## src/rtl/i2c_tgt_pkg.sv

```systemverilog
package i2c_tgt_pkg;
  typedef enum logic [2:0] {
    ST_IDLE,
    ST_RX,
    ST_RX_ACK,
    ST_TX,
    ST_TX_ACK
  } tgt_state_e;

  typedef enum logic [1:0] {
    ROLE_DEV,
    ROLE_MADDR,
    ROLE_DATA
  } rx_role_e;
endpackage

```

## src/rtl/i2c_bus_events.sv

```systemverilog
module i2c_bus_events (
  input  logic clk,
  input  logic rst_n,
  input  logic scl_i,
  input  logic sda_i,
  output logic scl_rise_o,
  output logic scl_fall_o,
  output logic start_o,
  output logic stop_o
);
  logic scl_q, sda_q;

  always_ff @(posedge clk or negedge rst_n) begin
    if (!rst_n) begin
      scl_q <= 1'b1;
      sda_q <= 1'b1;
    end else begin
      scl_q <= scl_i;
      sda_q <= sda_i;
    end
  end

  // SDA moving while SCL stays high marks a start (falling) or a stop (rising)
  assign scl_rise_o = scl_i & ~scl_q;
  assign scl_fall_o = ~scl_i & scl_q;
  assign start_o    = scl_i & scl_q & sda_q & ~sda_i;
  assign stop_o     = scl_i & scl_q & ~sda_q & sda_i;
endmodule

```

## src/rtl/i2c_row_counter.sv

```systemverilog
module i2c_row_counter #(
  parameter int AW       = 8,
  parameter int ROW_BITS = 3
) (
  input  logic          clk,
  input  logic          rst_n,
  input  logic          load_i,
  input  logic [AW-1:0] load_val_i,
  input  logic          inc_row_i,
  input  logic          inc_lin_i,
  output logic [AW-1:0] ctr_o
);
  logic [AW-1:0] ctr_q, ctr_d;
  logic          ctr_en;

  always_comb begin
    ctr_d = ctr_q;
    if (load_i)
      ctr_d = load_val_i;
    else if (inc_row_i)
      ctr_d = {ctr_q[AW-1:ROW_BITS], ctr_q[ROW_BITS-1:0] + ROW_BITS'(1)};
    else if (inc_lin_i)
      ctr_d = ctr_q + AW'(1);
  end

  assign ctr_en = load_i | inc_row_i | inc_lin_i;

  always_ff @(posedge clk or negedge rst_n) begin
    if (!rst_n)      ctr_q <= '0;
    else if (ctr_en) ctr_q <= ctr_d;
  end

  assign ctr_o = ctr_q;
endmodule

```

## src/rtl/i2c_paged_target.sv

```systemverilog
module i2c_paged_target
  import i2c_tgt_pkg::*;
#(
  parameter int          AW       = 8,
  parameter int          DW       = 8,
  parameter int          ROW_BITS = 3,
  parameter logic [5:0]  DEV_HI   = 6'b101000
) (
  input  logic          clk,
  input  logic          rst_n,
  input  logic          scl_i,
  input  logic          sda_i,
  output logic          sda_oe_o,
  input  logic          addr_sel_i,
  input  logic          busy_i,
  output logic [AW-1:0] mem_addr_o,
  input  logic [DW-1:0] mem_rdata_i,
  output logic [DW-1:0] mem_wdata_o,
  output logic          mem_we_o,
  output logic          commit_o
);
  localparam int BIT_CW = $clog2(DW + 1);
  localparam logic [BIT_CW-1:0] LAST_BIT = BIT_CW'(DW - 1);
  localparam logic [BIT_CW-1:0] FULL_CNT = BIT_CW'(DW);

  logic scl_rise, scl_fall, start_det, stop_det;

  i2c_bus_events u_evt (
    .clk       (clk),
    .rst_n     (rst_n),
    .scl_i     (scl_i),
    .sda_i     (sda_i),
    .scl_rise_o(scl_rise),
    .scl_fall_o(scl_fall),
    .start_o   (start_det),
    .stop_o    (stop_det)
  );

  tgt_state_e        state_q, state_d;
  rx_role_e          role_q, role_d;
  logic [BIT_CW-1:0] bitcnt_q, bitcnt_d;
  logic [DW-1:0]     shreg_q, shreg_d;
  logic [DW-1:0]     wdata_q, wdata_d;
  logic              ack_q, ack_d;
  logic              rw_q, rw_d;
  logic              mack_q, mack_d;
  logic              wrote_q, wrote_d;
  logic              we_q, we_d;
  logic              commit_q, commit_d;
  logic              ctr_load, ctr_inc_lin;
  logic [DW-1:0]     rx_byte;
  logic [AW-1:0]     ptr;

  assign rx_byte = {shreg_q[DW-2:0], sda_i};

  i2c_row_counter #(.AW(AW), .ROW_BITS(ROW_BITS)) u_ptr (
    .clk       (clk),
    .rst_n     (rst_n),
    .load_i    (ctr_load),
    .load_val_i(rx_byte[AW-1:0]),
    .inc_row_i (we_q),
    .inc_lin_i (ctr_inc_lin),
    .ctr_o     (ptr)
  );

  always_comb begin
    state_d     = state_q;
    role_d      = role_q;
    bitcnt_d    = bitcnt_q;
    shreg_d     = shreg_q;
    wdata_d     = wdata_q;
    ack_d       = ack_q;
    rw_d        = rw_q;
    mack_d      = mack_q;
    wrote_d     = wrote_q;
    we_d        = 1'b0;
    commit_d    = 1'b0;
    ctr_load    = 1'b0;
    ctr_inc_lin = 1'b0;
    if (stop_det) begin
      state_d  = ST_IDLE;
      commit_d = wrote_q;
      wrote_d  = 1'b0;
    end else if (start_det) begin
      state_d  = ST_RX;
      role_d   = ROLE_DEV;
      bitcnt_d = '0;
    end else begin
      case (state_q)
        ST_RX: begin
          if (scl_rise) begin
            shreg_d  = rx_byte;
            bitcnt_d = bitcnt_q + BIT_CW'(1);
            if (bitcnt_q == LAST_BIT) begin
              case (role_q)
                ROLE_DEV: begin
                  ack_d = (rx_byte[DW-1:1] == {DEV_HI, addr_sel_i}) && !busy_i;
                  rw_d  = rx_byte[0];
                end
                ROLE_MADDR: begin
                  ack_d    = 1'b1;
                  ctr_load = 1'b1;
                end
                default: begin
                  ack_d   = 1'b1;
                  we_d    = 1'b1;
                  wdata_d = rx_byte;
                  wrote_d = 1'b1;
                end
              endcase
            end
          end else if (scl_fall && bitcnt_q == FULL_CNT) begin
            state_d = ST_RX_ACK;
          end
        end
        ST_RX_ACK: begin
          if (scl_fall) begin
            bitcnt_d = '0;
            if (!ack_q) begin
              state_d = ST_IDLE;
            end else if (role_q == ROLE_DEV && rw_q) begin
              state_d     = ST_TX;
              shreg_d     = mem_rdata_i;
              ctr_inc_lin = 1'b1;
            end else begin
              state_d = ST_RX;
              role_d  = (role_q == ROLE_DEV) ? ROLE_MADDR : ROLE_DATA;
            end
          end
        end
        ST_TX: begin
          if (scl_rise) begin
            bitcnt_d = bitcnt_q + BIT_CW'(1);
          end else if (scl_fall) begin
            if (bitcnt_q == FULL_CNT) state_d = ST_TX_ACK;
            else                      shreg_d = {shreg_q[DW-2:0], 1'b0};
          end
        end
        ST_TX_ACK: begin
          if (scl_rise) begin
            mack_d = !sda_i;
          end else if (scl_fall) begin
            bitcnt_d = '0;
            if (mack_q) begin
              state_d     = ST_TX;
              shreg_d     = mem_rdata_i;
              ctr_inc_lin = 1'b1;
            end else begin
              state_d = ST_IDLE;
            end
          end
        end
        default: ;
      endcase
    end
  end

  always_ff @(posedge clk or negedge rst_n) begin
    if (!rst_n) begin
      state_q  <= ST_IDLE;
      role_q   <= ROLE_DEV;
      bitcnt_q <= '0;
      shreg_q  <= '0;
      wdata_q  <= '0;
      ack_q    <= 1'b0;
      rw_q     <= 1'b0;
      mack_q   <= 1'b0;
      wrote_q  <= 1'b0;
      we_q     <= 1'b0;
      commit_q <= 1'b0;
    end else begin
      state_q  <= state_d;
      role_q   <= role_d;
      bitcnt_q <= bitcnt_d;
      shreg_q  <= shreg_d;
      wdata_q  <= wdata_d;
      ack_q    <= ack_d;
      rw_q     <= rw_d;
      mack_q   <= mack_d;
      wrote_q  <= wrote_d;
      we_q     <= we_d;
      commit_q <= commit_d;
    end
  end

  assign sda_oe_o    = (state_q == ST_RX_ACK && ack_q) ||
                       (state_q == ST_TX && !shreg_q[DW-1]);
  assign mem_addr_o  = ptr;
  assign mem_wdata_o = wdata_q;
  assign mem_we_o    = we_q;
  assign commit_o    = commit_q;
endmodule

```

## config.mk

```make
export PLATFORM = sky130hd
export DESIGN_NAME = i2c_paged_target
export DESIGN_NICKNAME = d
export VERILOG_FILES = /design/src/rtl/i2c_tgt_pkg.sv /design/src/rtl/i2c_bus_events.sv /design/src/rtl/i2c_row_counter.sv /design/src/rtl/i2c_paged_target.sv
export SDC_FILE = /design/constraint.sdc
export NUM_CORES = 1
export LEC_CHECK = 0
export ABC_AREA = 1
export CAP_MARGIN = 20
export CORE_ASPECT_RATIO = 0.7
export CORE_UTILIZATION = 30
export DETAILED_ROUTE_END_ITERATION = 12
export HOLD_SLACK_MARGIN = 0.12
export PLACE_DENSITY = 0.56
export REMOVE_ABC_BUFFERS = 1
export SLEW_MARGIN = 10
export SYNTH_ARGS = -nofsm -noshare
export SYNTH_HDL_FRONTEND = slang
export SYNTH_HIERARCHICAL = 1
export SYNTH_SLANG_ARGS = --single-unit
export TNS_END_PERCENT = 5
```

## constraint.sdc

```tcl
create_clock -name clk -period 4 [get_ports clk]
set_clock_uncertainty 0.05 [all_clocks]
set_input_delay 0.8 -clock clk [delete_from_list [all_inputs] [get_ports clk]]
set_output_delay 0.8 -clock clk [all_outputs]
set_load 0.03 [all_outputs]
```

==> results.ini, run 1 <==
[floorplanning]
ios = 33
chipHeight_um = 78.8
core_area_um2 = 8010
rows = 27
die-area_um2 = 8810
chipWidth_um = 112
start_util_pct = 31.6

[timing]
rsz0062_at_grt = no
max_freq_ghz = 0.327
drv_slew = 0
worst_pin_slew_ns = 0.955
slew_headroom_pct = 36.4
period_needed_ns = 3.06
finalHoldWorstSlack_ns = 0.432
setup-tns-final_ns = 0
setup_violations = 0
hold_violations = 0
post-route-period-util_pct = 76.4
worst_slack_ns = 0.943

[clock_tree]
cts_root_buf = clkbuf_16
cts_resized = 0
cts_setup_buffers = 0
hold_buffers = 0
clockBufferDepth = 2
numCtsBuffers = 5
htree_num_levels = 2
clk_latency_ns = 0.28
cts_sinks = 41
cts_tree = built
clkTransAtPathRegs_ns = 0.06

[status]
outcome = complete, but fails checks
violations = design-rule violations

[global_route]
grt_pass1_wl_um = 10600
grt_pass1_vias = 2052
grt_usage_pct = 15.3
grt_max_degree = 42
antenna_found_initial = 0
grt_overflow = 0

[power_and_ir_drop]
pwr_density_cell_nw_per_um2 = 553
power.total_mw = 1.71
peakVddDrop_mv = 0.232
p_leak_nw = 1.51

[min_path]
hold_end = commit_o
holdPathStages = 2
hold_path.class = reg2reg
hp-start = wrote_q

[worst_setup_path]
r2r-end = u_ptr/ctr_o[2]
cp-start-kind = primary input
r2r_slack_ns = 1.70
crit_arrival_ns = 3.18
cp_max_fo = 14
r2r_start = u_evt/scl_q
required_ns = 4.12
r2r_cells = 15
end_kind = flip-flop
path_class = in2reg

[synthesis]
yosysMostFrequentCell = nand2_1
ys.flop_type = dfrtp_1
avgSynthCellArea_um2 = 7.48
synth-async-reset-ratio_pct = 100
yosys_register_bits = 41
synth.cell_area_um2 = 2530
ys_types = 30
ys_seq_area_share_pct = 40.7
yosysTopAreaCellShare_pct = 38.6
synth_top_area_cell = dfrtp_1
yosys_warnings = 6
synth.area.top_cells = dfrtp_1 (39%), nand2_1 (16%), nand3_1 (7.1%), inv_1 (5.5%), nand2_4 (3.6%)
synth_edf_count = 0
synthTopCellsByCount = nand2_1 (109), dfrtp_1 (39), inv_1 (37)
syn_inst = 338

[layout]
synthToLayoutAreaGrowth_pct = 22.2
final_nets = 391
multiInputGateArea_um2 = 1280
layout-drive-gt1-share_pct = 15.2
regArea_um2 = 1030
nFillCells = 830
diodes = 0

[detailed_routing]
wire_per_inst_um = 13.0
ant_nets = 0
drtIter0Drc = 158
vias = 2251
wirelength_um = 6170
drc = 2
first_pass_iters = 8
drt-vias-per-instance = 4.73

[place]
dp_hpwl_um = 4520
place_ws_ns = 0.739
gp_congestion = 0.902
port_buffers = 32

[flow_run]
cap_violations = 0

[cells in the final DEF, fill, tap and decap left out, types with 3 or more instances in the layout]
cell type,synthesis,layout
inv_2,7,7
nand3_1,36,36
dfrtp_1,39,39
clkbuf_16,0,5
nand4_1,5,5
o21ai_1,5,5
nand2_2,6,6
nor2_1,20,20
clkdlybuf4s50_1,0,31
inv_1,37,37
nand2_4,8,8
nor2_2,7,7
nand2_1,109,109
a21oi_1,6,6
o21ai_0,17,17
ha_1,3,3
o21ai_2,10,10
[state kept, by name (all words and copies together) (netlist names), 2 cells and up]
name and cells:
mem_wdata_o 8, bitcnt_q 4, state_q 3, shreg_q 8, role_q 2, u_ptr/ctr_o 8
[kinds of logic (layout without fill, tap and decap cells)]
group	Yosys count	count (layout)	share of synthesized area, %
simple gates	199	199	38.1
buf+inv	50	87	8.70
xor+xnor	2	2	0.693
flops	41	41	40.7
compound gates	43	43	10.4
fa+ha+maj	3	3	1.48
[routing by layer]
layer	routed length [um]	vias up	GRT usage (%)
li1	-	1155	-
met1	3410	1028	24.7
met2	2330	63	19.4
met3	379	5	3.36
met4	61	0	4.05
met5	0	-	0
[layout make-up]
cell class / instances / share of cell area (%)
Sequential cell: 41 / 33.3
Timing Repair Buffer: 33 / 10.4
Tap cell: 101 / 4.09
Inverter: 46 / 5.67
Multi-Input combinational cell: 247 / 41.4
Clock buffer: 7 / 4.94
Clock inverter: 1 / 0.162
[how the worst max path moves through the flow]
stage               start              to  slack [ns]
5_1_grt             sda_i  u_ptr/ctr_o[2]        0.71
3_5_place_dp        sda_i  u_ptr/ctr_o[2]        0.74
6_report            sda_i  u_ptr/ctr_o[2]        0.94
4_1_cts        state_q[1]        sda_oe_o        0.93
3_3_place_gp        sda_i  u_ptr/ctr_o[2]        0.79
2_1_floorplan       scl_i  u_ptr/ctr_o[2]        0.89
[per-stage QoR]
| stage | instance area [um^2] | util (%) | std cells |
|---|---|---|---|
| 3_5_place_dp | 2930 | 36.6 | 468 |
| 4_1_cts | 3090 | 38.6 | 476 |
| 6_report | 3090 | 38.6 | 476 |
| 3_3_place_gp | 2930 | 36.6 | 468 |
| 2_1_floorplan | 2480 | - | 334 |
| 5_1_grt | 3090 | 38.6 | 476 |
[worst max-delay path, stage by stage]
cell,delay [ns]
clkdlybuf4s50_1,0.59
inv_1,0.07
nand2_1,0.06
nor2_1,0.07
inv_2,0.13
nand2_1,0.10
nor2_2,0.19
nand2_4,0.09
nor2_4,0.12
inv_1,0.07
nor3b_1,0.18
buf_4,0.23
nor2_2,0.09
nand2_4,0.08
nand2_1,0.06
a21oi_1,0.21
a21oi_2,0.04
[where the power goes]
group,internal [mW],leakage (nW),switching [mW]
logic,0.224,0.914,0.470
clock network,0.264,0.0799,0.167
registers,0.485,0.520,0.101
Power figures use the tool's default switching activity.
==> run 2: changes to the inputs <==
PLACE_DENSITY = 0.57   (was 0.56)
clock period = 2.8 ns   (was 4 ns; I/O delays follow)
==> results.ini, run 2 (synthesized netlist as in run 1, its figures left out) <==
[status]
outcome = complete, but fails checks  ; unchanged
violations = design-rule violations  ; unchanged

[detailed_routing]
wirelength_um = 6290  ; was 6170 um
ant_nets = 0  ; unchanged
drc = 2  ; unchanged
vias = 2306  ; was 2,251
drtIter0Drc = 228  ; was 158
drt-vias-per-instance = 4.74  ; was 4.73
wire_per_inst_um = 12.9  ; was 13.0 um
first_pass_iters = 9  ; was 8

[power_and_ir_drop]
pwr-share-comb_pct = 40.5  ; was 40.6%
peakVddDrop_mv = 0.307  ; was 0.232 mV
p_seq_share_pct = 32.4  ; was 34.2%
p_sw_mw = 1.07  ; was 0.737 mW
power.total_mw = 2.54  ; was 1.71 mW
p_leak_nw = 1.59  ; was 1.51 nW
swShare_pct = 42.0  ; was 43.1%
clockPowerShare_pct = 27.1  ; was 25.2%
pwr_density_cell_nw_per_um2 = 795  ; was 553 nW/um^2
p_int_mw = 1.47  ; was 0.974 mW

[clock_tree]
cts_sinks = 41  ; unchanged
cts_tree = built  ; unchanged
hold_buffers = 0  ; unchanged
numCtsBuffers = 5  ; unchanged
clkTransAtPathRegs_ns = 0.06  ; about the same
htree_num_levels = 2  ; unchanged
clockBufferDepth = 2  ; unchanged
cts_root_buf = clkbuf_16  ; unchanged
clk_latency_ns = 0.29  ; was 0.28 ns

[worst_setup_path]
cp_max_fo = 9  ; was 14
required_ns = 2.92  ; was 4.12 ns
path_cells = clkdlybuf4s50_1 > inv_1 > nor2_1 > nand2_1 > nor2_2 > nand2_4 > nor2_4 > inv_1 > nor3b_1 > buf_4 > nor2_2 > nand2_4 > nand2_1 > a21oi_1 > a21oi_2  ; was clkdlybuf4s50_1 > inv_1 > nand2_1 > nor2_1 > inv_2 > nand2_1 > nor2_2 > nand2_4 > nor2_4 > inv_1 > nor3b_1 > buf_4 > nor2_2 > nand2_4 > nand2_1 > a21oi_1 > a21oi_2
path_class = in2reg  ; unchanged
r2r-end = u_ptr/ctr_o[2]  ; unchanged
r2r_slack_ns = 0.68  ; was 1.70 ns
r2r_start = u_evt/sda_q  ; was u_evt/scl_q
r2r_cells = 14  ; was 15
crit_arrival_ns = 2.64  ; was 3.18 ns
cpPeakStageDelay_ns = 0.52  ; was 0.59 ns
cp_slowest_cell = clkdlybuf4s50_1  ; unchanged
end_kind = flip-flop  ; unchanged
cp-start-kind = primary input  ; unchanged

[place]
gp_congestion = 0.895  ; was 0.902
dp_hpwl_um = 4710  ; was 4520 um
port_buffers = 32  ; unchanged
place_ws_ns = 0.0230  ; was 0.739 ns
dpl_cell_area_um2 = 3020  ; was 2930 um^2

[timing]
finalHoldWorstSlack_ns = 0.288  ; was 0.432 ns
slew_headroom_pct = 63.8  ; was 36.4%
worst_pin_slew_ns = 0.543  ; was 0.955 ns
setup_violations = 0  ; unchanged
rsz0062_at_grt = no  ; unchanged
max_freq_ghz = 0.397
drv_slew = 0  ; unchanged
hold_violations = 0  ; unchanged
worst_slack_ns = 0.284  ; was 0.943 ns
period_needed_ns = 2.52
post-route-period-util_pct = 89.9

[global_route]
grt_pass1_vias = 2166  ; was 2,052
grt_usage_pct = 15.3  ; about the same
grt_overflow = 0  ; unchanged
grt_max_degree = 42  ; unchanged
antenna_found_initial = 0  ; unchanged
grt_pass1_wl_um = 10700  ; was 10,600 um

[layout]
nFillCells = 825  ; was 830
final_nets = 402  ; was 391
regArea_um2 = 1030  ; unchanged
multiInputGateArea_um2 = 1280  ; unchanged
mostFrequentLayoutCells = nand2_1 (109), dfrtp_1 (39), inv_1 (37), nand3_1 (36), clkdlybuf4s50_1 (30)  ; was nand2_1 (109), dfrtp_1 (39), inv_1 (37), nand3_1 (36), clkdlybuf4s50_1 (31)
diodes = 0  ; unchanged
fin_area_um2 = 3200  ; was 3090 um^2
final_common_cell = nand2_1  ; unchanged
layout-drive-gt1-share_pct = 17.6  ; was 15.2%
synthToLayoutAreaGrowth_pct = 26.3  ; was 22.2%

[floorplanning]
rows = 27  ; unchanged
chipWidth_um = 112  ; unchanged
die-area_um2 = 8810  ; unchanged
chipHeight_um = 78.8  ; unchanged
start_util_pct = 31.6  ; unchanged
core_area_um2 = 8010  ; unchanged
ios = 33  ; unchanged

[min_path]
hold_path.class = in2async  ; was reg2reg

[flow_run]
cap_violations = 0  ; unchanged

run 2: cell count changes in the layout (fill, tap and decap cells not counted):
cell / change
buf_4: +11
bufinv_16: +1
clkbuf_8: -1
clkdlybuf4s50_1: -1
clkinv_2: -1
clkinvlp_4: +1
dlymetal6s2s_1: +1
run 2: layout make-up:
type	instances	area share, %
Clock buffer	6	4.35
Inverter	46	5.48
Tap cell	101	3.95
Clock inverter	2	1.17
Sequential cell	41	32.2
Multi-Input combinational cell	247	40.1
Timing Repair Buffer	44	12.8
run 2: repair_timing:
action / CTS / global route
gates resized for setup: 0 / 1
buffers inserted: 0 / 0
setup endpoints to repair: 0 / 1
run 2: power groups by stage:
stage               Sequential [mW]  Combinational [mW]  Clock, mW
floorplan                     0.808               0.751          0
global placement              0.838                1.02          0
detailed placement            0.830                1.02          0
CTS                           0.820                1.03      0.705
global route                  0.838                1.17      0.727
finish                        0.824                1.03      0.687
run 2: per-stage QoR:
step | utilization [%] | std cells | setup TNS, ns
after floorplan | - | 334 | -0.199
after global placement | 37.7 | 479 | 0
after detailed placement | 37.7 | 479 | 0
after CTS | 39.9 | 487 | 0
after global routing | 39.9 | 487 | 0
final | 39.9 | 487 | 0
run 2: how the worst max path moves through the flow:
stage / from / end / cells past startpoint
2_1_floorplan: scl_i / u_ptr/ctr_o[2] / 14
5_1_grt: scl_i / u_ptr/ctr_o[2] / 15
3_5_place_dp: scl_i / u_ptr/ctr_o[2] / 15
4_1_cts: state_q[0] / sda_oe_o / 5
3_3_place_gp: scl_i / u_ptr/ctr_o[2] / 15
6_report: scl_i / u_ptr/ctr_o[2] / 15
run 2: worst max-delay path: cells and delay by family:
family                 cells  cell delay [ns]
AND/OR/NAND/NOR            9             1.02
buffers and inverters      4             0.85
AO/OA/AOI/OAI              2             0.19
run 2: per-layer routing:
metal | part of all wire (%) | GRT usage, % | vias to the layer above
li1 | - | - | 1173
met1 | 55 | 24.4 | 1061
met2 | 39 | 21.1 | 70
met3 | 5.4 | 2.52 | 2
met4 | 0.38 | 2.84 | 0
met5 | 0 | 0 | -
==> run 3: changes to the inputs <==
PLACE_DENSITY = 0.49   (was 0.57)
SKIP_LAST_GASP = 1   (was unset)
==> results.ini, run 3 (synthesized netlist as in run 1, its figures left out) <==
[worst_setup_path]
r2r_start = u_evt/sda_q  ; unchanged
r2r_slack_ns = 0.72  ; was 0.68 ns
path_delay_family = simple AND/OR/NAND/NOR gates  ; unchanged
cp-start-kind = primary input  ; unchanged
cpPeakStageDelay_ns = 0.52  ; about the same
path_class = in2reg  ; unchanged
r2r-end = u_ptr/ctr_o[2]  ; unchanged
required_ns = 2.92  ; about the same
end_kind = flip-flop  ; unchanged
cp_slowest_cell = clkdlybuf4s50_1  ; unchanged
cp_max_fo = 9  ; unchanged
r2r_cells = 14  ; unchanged
path_cells = clkdlybuf4s50_1 > inv_1 > nor2_1 > nand2_1 > nor2_2 > nand2_4 > nor2_4 > inv_1 > nor3b_1 > buf_4 > nor2_2 > nand2_4 > nand2_1 > a21oi_1 > a21oi_2  ; unchanged
crit_arrival_ns = 2.62  ; was 2.64 ns
worst-path-buf-inv = 4  ; unchanged

[detailed_routing]
vias = 2240  ; was 2,306
wire_per_inst_um = 12.8  ; was 12.9 um
drc = 2  ; unchanged
drtIter0Drc = 128  ; was 228
wirelength_um = 6230  ; was 6290 um
ant_nets = 0  ; unchanged
first_pass_iters = 9  ; unchanged
drt-vias-per-instance = 4.60  ; was 4.74

[timing]
worst_slack_ns = 0.300  ; was 0.284 ns
slew_headroom_pct = 36.0  ; was 63.8%
drv_slew = 0  ; unchanged
post-route-period-util_pct = 89.3  ; was 89.9%
rsz0062_at_grt = yes  ; was no
hold_violations = 0  ; unchanged
worst_pin_slew_ns = 0.959  ; was 0.543 ns
max_freq_ghz = 0.400  ; was 0.397 GHz
period_needed_ns = 2.50  ; was 2.52 ns
setup_violations = 0  ; unchanged

[layout]
final_nets = 402  ; unchanged
nFillCells = 850  ; was 825
diodes = 0  ; unchanged
mostFrequentLayoutCells = nand2_1 (109), dfrtp_1 (39), inv_1 (37), nand3_1 (36), clkdlybuf4s50_1 (30)  ; unchanged
multiInputGateArea_um2 = 1280  ; unchanged
synthToLayoutAreaGrowth_pct = 24.8  ; was 26.3%
layout-drive-gt1-share_pct = 17.4  ; was 17.6%
regArea_um2 = 1030  ; unchanged
final_common_cell = nand2_1  ; unchanged

[global_route]
grt_max_degree = 42  ; unchanged
grt_pass1_vias = 2065  ; was 2,166
grt_usage_pct = 15.2  ; was 15.3%
grt_overflow = 0  ; unchanged
grt_pass1_wl_um = 10500  ; was 10,700 um
antenna_found_initial = 0  ; unchanged

[floorplanning]
rows = 27  ; unchanged
die-area_um2 = 8810  ; unchanged
core_area_um2 = 8010  ; unchanged
ios = 33  ; unchanged
start_util_pct = 31.6  ; unchanged
chipWidth_um = 112  ; unchanged
chipHeight_um = 78.8  ; unchanged

[clock_tree]
clockBufferDepth = 2  ; unchanged
cts_root_buf = clkbuf_16  ; unchanged
hold_buffers = 0  ; unchanged
clkTransAtPathRegs_ns = 0.06  ; about the same
clk_latency_ns = 0.28  ; was 0.29 ns
numCtsBuffers = 5  ; unchanged
cts_setup_buffers = 0  ; unchanged
htree_num_levels = 2  ; unchanged
cts_sinks = 41  ; unchanged
cts_tree = built  ; unchanged

[status]
violations = design-rule violations  ; unchanged
outcome = complete, but fails checks  ; unchanged

[power_and_ir_drop]
peakVddDrop_mv = 0.269  ; was 0.307 mV
p_leak_nw = 1.57  ; was 1.59 nW
pwr_density_cell_nw_per_um2 = 760  ; was 795 nW/um^2
power.total_mw = 2.40  ; was 2.54 mW

[place]
dp_hpwl_um = 4810  ; was 4710 um
place_ws_ns = 0.0434  ; was 0.0230 ns
gp_congestion = 0.837  ; was 0.895
port_buffers = 32  ; unchanged

[min_path]
hold_path.class = in2async  ; unchanged

[flow_run]
cap_violations = 0  ; unchanged

==> run 3: worst max path at each step <==
stage                          start        endpoint  slack [ns]  cells after the start
after global routing           scl_i  u_ptr/ctr_o[2]    -0.00009                     15
after detailed placement       scl_i  u_ptr/ctr_o[2]        0.04                     15
final                          scl_i  u_ptr/ctr_o[2]        0.30                     15
after floorplan                scl_i  u_ptr/ctr_o[2]       -0.07                     14
after global placement         scl_i  u_ptr/ctr_o[2]        0.14                     15
after CTS                 state_q[1]        sda_oe_o        0.08                      5
==> run 3: worst register-to-register path, cell delays in order (launching register included) <==
cell     delay (ns)
dfstp_2        0.53
inv_1          0.04
nand2_1        0.05
nor2_1         0.06
nor2_2         0.19
nand2_4        0.09
nor2_4         0.10
inv_1          0.06
nor3b_1        0.21
buf_4          0.21
nor2_2         0.08
nand2_4        0.08
nand2_1        0.05
a21oi_1        0.16
a21oi_2        0.04
==> run 3: repair_timing <==
action                                  CTS  global route
endpoints found under the setup margin    0             2
endpoints found under the hold margin     0             0
resized for setup                         0             1
==> run 3: final cells by class <==
| type | count | share of cell area, % |
|---|---|---|
| multi-input cells | 247 | 40.6 |
| clock inverters | 2 | 0.317 |
| clock buffers | 6 | 4.08 |
| flip-flops and latches | 41 | 32.6 |
| repair buffers | 44 | 12.9 |
| inverters | 46 | 5.55 |
| well taps | 101 | 4.00 |
==> run 3: power breakdown <==
part	switching (mW)	internal, mW	leakage (nW)
Clock	0.233	0.328	0.0706
Combinational	0.673	0.334	0.983
Sequential	0.138	0.693	0.520
Total	1.04	1.36	1.57
==> run 3: routing by layer <==
metal | GRT usage, % | routed length, um
met3 | 3.13 | 254
met4 | 3.38 | 40
met5 | 0 | 0
met1 | 24.0 | 3490
met2 | 20.4 | 2450
==> run 3: stage by stage <==
step	TNS, ns	cell area (um^2)	util, %	cells	hold WS, ns
2_1_floorplan	-0.199	2480	-	334	0.214
3_5_place_dp	0	3020	37.7	479	0.417
6_report	0	3160	39.4	487	0.383
3_3_place_gp	0	3020	37.7	479	0.415
5_1_grt	-0.0000937	3160	39.4	487	0.457
4_1_cts	0	3160	39.4	487	0.428
